--- config.mk ---
export PLATFORM = sky130hd
export DESIGN_NAME = spi_deferred_reg_slave
export DESIGN_NICKNAME = d
export VERILOG_FILES = /design/src/rtl/spi_reg_pkg.sv /design/src/rtl/spi_pin_sync.sv /design/src/rtl/spi_frame_rx.sv /design/src/rtl/spi_tx_shifter.sv /design/src/rtl/spi_guard_timer.sv /design/src/rtl/spi_deferred_reg_slave.sv
export SDC_FILE = /design/constraint.sdc
export NUM_CORES = 1
export LEC_CHECK = 0
export CAP_MARGIN = 20
export CELL_PAD_IN_SITES_DETAIL_PLACEMENT = 1
export CELL_PAD_IN_SITES_GLOBAL_PLACEMENT = 2
export CORE_AREA = 8 8 112 88
export DETAILED_ROUTE_END_ITERATION = 10
export DIE_AREA = 0 0 120 96
export DONT_BUFFER_PORTS = 1
export PLACE_DENSITY_LB_ADDON = 0.12
export SYNTH_ARGS = -nofsm -noshare
export SYNTH_HDL_FRONTEND = slang
export SYNTH_SLANG_ARGS = --single-unit
--- constraint.sdc ---
create_clock -name clk -period 2.6 [get_ports clk]
set_input_delay 0.52 -clock clk [delete_from_list [all_inputs] [get_ports clk]]
set_output_delay 0.52 -clock clk [all_outputs]
set_load 0.01 [all_outputs]
--- src/rtl/spi_reg_pkg.sv ---
package spi_reg_pkg;
  localparam int ADDR_W  = 8;
  localparam int DATA_W  = 8;
  localparam int FRAME_W = 1 + ADDR_W + DATA_W;
  localparam int CNT_W   = $clog2(FRAME_W + 1) + 1;

  typedef struct packed {
    logic              rd;
    logic [ADDR_W-1:0] addr;
    logic [DATA_W-1:0] data;
  } frame_t;
endpackage

--- src/rtl/spi_pin_sync.sv ---
module spi_pin_sync #(
  parameter int               WIDTH   = 3,
  parameter int               STAGES  = 2,
  parameter logic [WIDTH-1:0] RST_VAL = '0
) (
  input  logic             clk,
  input  logic             rst_n,
  input  logic [WIDTH-1:0] din,
  output logic [WIDTH-1:0] level
);
  logic [STAGES-1:0][WIDTH-1:0] stage_q;
  logic [STAGES-1:0][WIDTH-1:0] stage_d;

  always_comb begin
    stage_d[0] = din;
    for (int i = 1; i < STAGES; i++) stage_d[i] = stage_q[i-1];
  end

  always_ff @(posedge clk or negedge rst_n) begin
    if (!rst_n) stage_q <= {STAGES{RST_VAL}};
    else        stage_q <= stage_d;
  end

  assign level = stage_q[STAGES-1];
endmodule

--- src/rtl/spi_frame_rx.sv ---
module spi_frame_rx
  import spi_reg_pkg::*;
(
  input  logic   clk,
  input  logic   rst_n,
  input  logic   sel_active,
  input  logic   sel_start,
  input  logic   sel_end,
  input  logic   sck_rise,
  input  logic   mosi_bit,
  output frame_t frame,
  output logic   frame_ok,
  output logic   frame_bad
);
  logic [CNT_W-1:0]   cnt_q, cnt_d;
  logic [FRAME_W-1:0] sh_q, sh_d;

  always_comb begin
    cnt_d = cnt_q;
    sh_d  = sh_q;
    if (sel_start) begin
      cnt_d = '0;
      sh_d  = '0;
    end else if (sel_active && sck_rise) begin
      sh_d = {sh_q[FRAME_W-2:0], mosi_bit};
      if (cnt_q != '1) cnt_d = cnt_q + 1'b1;
    end
  end

  always_ff @(posedge clk or negedge rst_n) begin
    if (!rst_n) begin
      cnt_q <= '0;
      sh_q  <= '0;
    end else begin
      cnt_q <= cnt_d;
      sh_q  <= sh_d;
    end
  end

  assign frame     = sh_q;
  assign frame_ok  = sel_end && (cnt_q == CNT_W'(FRAME_W));
  assign frame_bad = sel_end && (cnt_q != CNT_W'(FRAME_W));
endmodule

--- src/rtl/spi_tx_shifter.sv ---
module spi_tx_shifter
  import spi_reg_pkg::*;
(
  input  logic               clk,
  input  logic               rst_n,
  input  logic               sel_active,
  input  logic               sck_fall,
  input  logic               clear,
  input  logic               load,
  input  logic [FRAME_W-1:0] load_word,
  output logic               out_bit
);
  logic [FRAME_W-1:0] tx_q, tx_d;

  always_comb begin
    tx_d = tx_q;
    if (load)                         tx_d = load_word;
    else if (clear)                   tx_d = '0;
    else if (sel_active && sck_fall)  tx_d = {tx_q[FRAME_W-2:0], 1'b0};
  end

  always_ff @(posedge clk or negedge rst_n) begin
    if (!rst_n) tx_q <= '0;
    else        tx_q <= tx_d;
  end

  assign out_bit = tx_q[FRAME_W-1];
endmodule

--- src/rtl/spi_guard_timer.sv ---
module spi_guard_timer #(
  parameter int GUARD_CYC = 125
) (
  input  logic clk,
  input  logic rst_n,
  input  logic sel_idle,
  input  logic sel_start,
  output logic short_gap
);
  localparam int HW = $clog2(GUARD_CYC + 1);
  localparam logic [HW-1:0] LIMIT = HW'(GUARD_CYC);

  logic [HW-1:0] hi_q, hi_d;

  always_comb begin
    hi_d = hi_q;
    if (!sel_idle)          hi_d = '0;
    else if (hi_q != LIMIT) hi_d = hi_q + 1'b1;
  end

  always_ff @(posedge clk or negedge rst_n) begin
    if (!rst_n) hi_q <= LIMIT;
    else        hi_q <= hi_d;
  end

  assign short_gap = sel_start && (hi_q < LIMIT);
endmodule

--- src/rtl/spi_deferred_reg_slave.sv ---
module spi_deferred_reg_slave
  import spi_reg_pkg::*;
#(
  parameter int GUARD_CYC   = 125,
  parameter int SYNC_STAGES = 2
) (
  input  logic              clk,
  input  logic              rst_n,
  input  logic              sck,
  input  logic              ss_n,
  input  logic              mosi,
  output logic              miso,
  output logic              miso_oe,
  output logic              reg_wr_en,
  output logic              reg_rd_en,
  output logic [ADDR_W-1:0] reg_addr,
  output logic [DATA_W-1:0] reg_wdata,
  input  logic [DATA_W-1:0] reg_rdata,
  output logic              frame_err,
  output logic              guard_err
);
  logic [2:0] pin_lvl;
  logic [1:0] edge_prev_q;
  logic       ss_lvl, sck_lvl, mosi_lvl;
  logic       sel_start, sel_end, sck_rise, sck_fall;
  frame_t     rx_frame;
  logic       frame_ok, frame_bad, short_gap, tx_bit;

  logic              wr_q, wr_d, rd_q, rd_d, ferr_q, ferr_d, gerr_q, gerr_d;
  logic [ADDR_W-1:0] addr_q, addr_d;
  logic [DATA_W-1:0] wdata_q, wdata_d;

  spi_pin_sync #(.WIDTH(3), .STAGES(SYNC_STAGES), .RST_VAL(3'b100)) u_sync (
    .clk(clk), .rst_n(rst_n), .din({ss_n, sck, mosi}), .level(pin_lvl)
  );

  assign ss_lvl   = pin_lvl[2];
  assign sck_lvl  = pin_lvl[1];
  assign mosi_lvl = pin_lvl[0];

  always_ff @(posedge clk or negedge rst_n) begin
    if (!rst_n) edge_prev_q <= 2'b10;
    else        edge_prev_q <= {ss_lvl, sck_lvl};
  end

  assign sel_start = !ss_lvl &&  edge_prev_q[1];
  assign sel_end   =  ss_lvl && !edge_prev_q[1];
  assign sck_rise  =  sck_lvl && !edge_prev_q[0];
  assign sck_fall  = !sck_lvl &&  edge_prev_q[0];

  spi_frame_rx u_rx (
    .clk(clk), .rst_n(rst_n), .sel_active(!ss_lvl), .sel_start(sel_start),
    .sel_end(sel_end), .sck_rise(sck_rise), .mosi_bit(mosi_lvl),
    .frame(rx_frame), .frame_ok(frame_ok), .frame_bad(frame_bad)
  );

  spi_guard_timer #(.GUARD_CYC(GUARD_CYC)) u_guard (
    .clk(clk), .rst_n(rst_n), .sel_idle(ss_lvl), .sel_start(sel_start),
    .short_gap(short_gap)
  );

  spi_tx_shifter u_tx (
    .clk(clk), .rst_n(rst_n), .sel_active(!ss_lvl), .sck_fall(sck_fall),
    .clear(sel_end), .load(rd_q), .load_word({1'b1, addr_q, reg_rdata}),
    .out_bit(tx_bit)
  );

  always_comb begin
    wr_d    = 1'b0;
    rd_d    = 1'b0;
    addr_d  = addr_q;
    wdata_d = wdata_q;
    ferr_d  = frame_bad;
    gerr_d  = short_gap;
    if (frame_ok) begin
      addr_d = rx_frame.addr;
      if (rx_frame.rd) begin
        rd_d = 1'b1;
      end else begin
        wr_d    = 1'b1;
        wdata_d = rx_frame.data;
      end
    end
  end

  always_ff @(posedge clk or negedge rst_n) begin
    if (!rst_n) begin
      wr_q    <= 1'b0;
      rd_q    <= 1'b0;
      addr_q  <= '0;
      wdata_q <= '0;
      ferr_q  <= 1'b0;
      gerr_q  <= 1'b0;
    end else begin
      wr_q    <= wr_d;
      rd_q    <= rd_d;
      addr_q  <= addr_d;
      wdata_q <= wdata_d;
      ferr_q  <= ferr_d;
      gerr_q  <= gerr_d;
    end
  end

  assign miso_oe   = !ss_lvl;
  assign miso      = miso_oe & tx_bit;
  assign reg_wr_en = wr_q;
  assign reg_rd_en = rd_q;
  assign reg_addr  = addr_q;
  assign reg_wdata = wdata_q;
  assign frame_err = ferr_q;
  assign guard_err = gerr_q;
endmodule

==> out/results.ini <==
[synth]
synth_seq_cells = 75
ys.warnings.count = 0
yosys.cell_count.top_type = sky130_fd_sc_hd__dfrtp_1
synthDominantAreaCellType = sky130_fd_sc_hd__dfrtp_1
area_of_the_mapped_netlist_um2 = 3210
syn-instance-count = 284
synth_top_cells_by_area = sky130_fd_sc_hd__dfrtp_1 51%, sky130_fd_sc_hd__dfstp_2 7.4%, sky130_fd_sc_hd__nand2_1 6.1%
synthXorXnorAreaFrac_pct = 1.09
synth_common_cells = 66 x sky130_fd_sc_hd__dfrtp_1, 52 x sky130_fd_sc_hd__nand2_1, 19 x sky130_fd_sc_hd__o21ai_0, 17 x sky130_fd_sc_hd__mux2i_1, 13 x sky130_fd_sc_hd__a21oi_1
post_synth.cell_area_avg_um2 = 11.3
multiplexer_share_of_the_synthesized_area_pct = 11.9
synth-edff-count = 0
synth_sequential_area_ratio_pct = 58.8
synth_compound_area_share_pct = 7.17
yosysTopAreaCellShare_pct = 51.5
synth_top_family_by_area = simple AND/OR/NAND/NOR gates
synth_cell_types = 39
synth.net_count = 301
post_synth_fa_ha_maj_area_fraction_pct = 1.56
async_flop_share_pct = 100
synth_simple_gate_area_share_pct = 16.6
most_used_flip_flop_cell_after_synthesis = sky130_fd_sc_hd__dfrtp_1

[clock_tree]
post_cts_resize_count = 0
clock_tree_from_tritoncts = yes
ctsHoldBuffers = 1
cts_made_buffers = 9
sink_count = 75
ctsRootBufferMaster = sky130_fd_sc_hd__clkbuf_8
insertion_delay_ps = 360
ctsHtreeMaxLevel = 3
cts_buffer_depth = 2
clkSlewWorstSetupHoldPaths_ps = 90
cts.repair_timing.setup_buffer_count = 0

[setup_path]
category_of_the_worst_setup_path_capture_point = flop
cp_num_buf_inv = 2
cell_with_the_largest_stage_delay_on_the_worst_path = sky130_fd_sc_hd__dfrtp_1
timing.critical_path.slowest_cell_delay_ps = 400
critPathLaunchType = flop
worst-path-max-fanout = 10
path_cells = inv_1 > ha_1 > nand2b_4 > nor4_4 > buf_4 > nand2b_2 > mux2_4
worst-endpoint-required_ps = 2840
critical_path_arrival_ps = 2120
criticalPathCategory = flop to flop
critPathTopFamily = simple AND/OR/NAND/NOR gates

[timing]
final_min_period_over_clock_period_pct = 72.3
clock-skew-final_ps = 10.9
unrepaired_setup_endpoints_after_global_routing = no
period_minus_slack_ps = 1880
setup_viol = 0
final.setup.tns_ps = 0
worst-slew-pin-transition_ps = 513
finalHoldViolations = 0
post-route-worst-setup-slack_ps = 721
timing.final.max_slew_violations = 0
final.hold.worst_slack_ps = 30.3
timing.slew.headroom_pct = 65.8
max_clock_freq_mhz = 532

[run]
max-cap-violations = 0

[power_and_ir_drop]
peakVddDrop_mv = 0.367
total_power_mw = 2.41
cellLeakagePower_nw = 1.64
p_per_area_nw_per_um2 = 669

[floorplanning]
initial_core_util_pct = 39.3
rows = 29
die-width_um = 120
design.die.area_um2 = 11500
io-pin-count = 35
core_um2 = 8160
die_height_um = 96

[route]
drt-wirelength-per-cell_um = 17.2
drt_first_pass_iters = 4
drt-initial-drc-count = 135
drc = 0
routed-via-count = 2033
detail-route-antenna-nets = 0
routed_via_density = 5.10
wirelength_um = 6870

[grt]
gr-usage-all-layers_pct = 13.3
initial_antenna_violation_count = 0
grt_first_pass_wirelength_um = 11700
number_of_global_route_vias_before_repair = 2148
global_route.overflow_total = 0
grt_max_degree = 76

[finish]
layout.cell_area.non_filler_um2 = 3600
final_cells = 399
area.growth.synth_to_final_pct = 12.3
layout.nets = 303
diodes = 0
post_route_cells_drive_above_1_share_pct = 17.9
fillers = 899
fin_util_pct = 44.2

[placed_design]
area_of_placed_instances_um2 = 3330
port-buffer-count = 0
pre_cts_slack_ps = 710
gp_congestion = 0.733
dpl.hpwl_um = 4450
placedCellCount = 382

[min_path]
hold_class = primary input to async pin

[run_status]
result_of_the_run = completed

[sequential cells by signal, summed over array words and instances, names as in the netlist]
register / cells
edge_prev_q: 2
frame_err: 1
guard_err: 1
reg_addr: 8
reg_rd_en: 1
reg_wdata: 8
reg_wr_en: 1
u_guard.hi_q: 7
u_rx.cnt_q: 6
u_rx.frame: 17
u_sync.level: 3
u_sync.stage_d: 3
u_tx.tx_q: 17
[final cells by class]
cell class	count	area (um^2)	share of cell area, %
clock inverter	6	113	3.12
multi-input combinational	188	1240	34.4
sequential	75	1890	52.4
tap	108	135	3.75
clock buffer	10	138	3.82
inverter	5	18.8	0.521
timing repair buffer	7	72.6	2.01
[path summary, 6_finish.rpt]
path                                   start           endpoint  slack, ps  cells after the start
min reg2reg                u_sync.stage_d[3]    u_sync.level[0]        350                      0
max reg2reg                    u_rx.cnt_q[1]       reg_wdata[3]        720                      7
max in group asynchronous              rst_n  u_sync.stage_d[5]       2200                      1
min                                    rst_n       reg_wdata[2]         30                      1
min in group clk                        ss_n  u_sync.stage_d[5]        160                      0
max                            u_rx.cnt_q[1]       reg_wdata[3]        720                      7
[logic make-up (layout without fill, tap and decap cells)]
group                      after synthesis  count (layout)
and+or+nand+nor                        106             106
DFF                                     75              75
adders and majority gates                4               4
AOI/OAI and AO/OA                       41              41
muxes                                   33              33
xor gates and xnor gates                 4               4
buffers and inverters                   21              28
[layer usage]
layer	vias up	track usage (%)	part of all wire, %
li1	982	-	-
met1	1011	17.6	49
met2	34	18.7	44
met3	6	5.57	5.6
met4	0	5.60	1.1
met5	-	0	0
[power breakdown]
group | leakage, nW | internal [mW] | switching, mW
Clock | 0.126 | 0.665 | 0.441
Combinational | 0.513 | 0.0336 | 0.0657
Sequential | 1.00 | 1.19 | 0.0212
[layout by cell type (no fill, tap or decap), types with 3 or more instances in the layout]
cell type,n
sky130_fd_sc_hd__a21oi_1,13
sky130_fd_sc_hd__and3_1,3
sky130_fd_sc_hd__buf_4,6
sky130_fd_sc_hd__bufinv_16,3
sky130_fd_sc_hd__clkbuf_8,10
sky130_fd_sc_hd__dfrtp_1,66
sky130_fd_sc_hd__dfstp_2,9
sky130_fd_sc_hd__ha_1,4
sky130_fd_sc_hd__inv_1,4
sky130_fd_sc_hd__mux2_2,6
sky130_fd_sc_hd__mux2_4,8
sky130_fd_sc_hd__mux2i_1,17
sky130_fd_sc_hd__nand2_1,52
sky130_fd_sc_hd__nand2b_1,3
sky130_fd_sc_hd__nand3_1,12
sky130_fd_sc_hd__nand3b_1,8
sky130_fd_sc_hd__nor2_1,10
sky130_fd_sc_hd__nor3_1,3
sky130_fd_sc_hd__o21ai_0,19
sky130_fd_sc_hd__xnor2_1,4
Note: power is estimated with default switching activity, not from simulation.
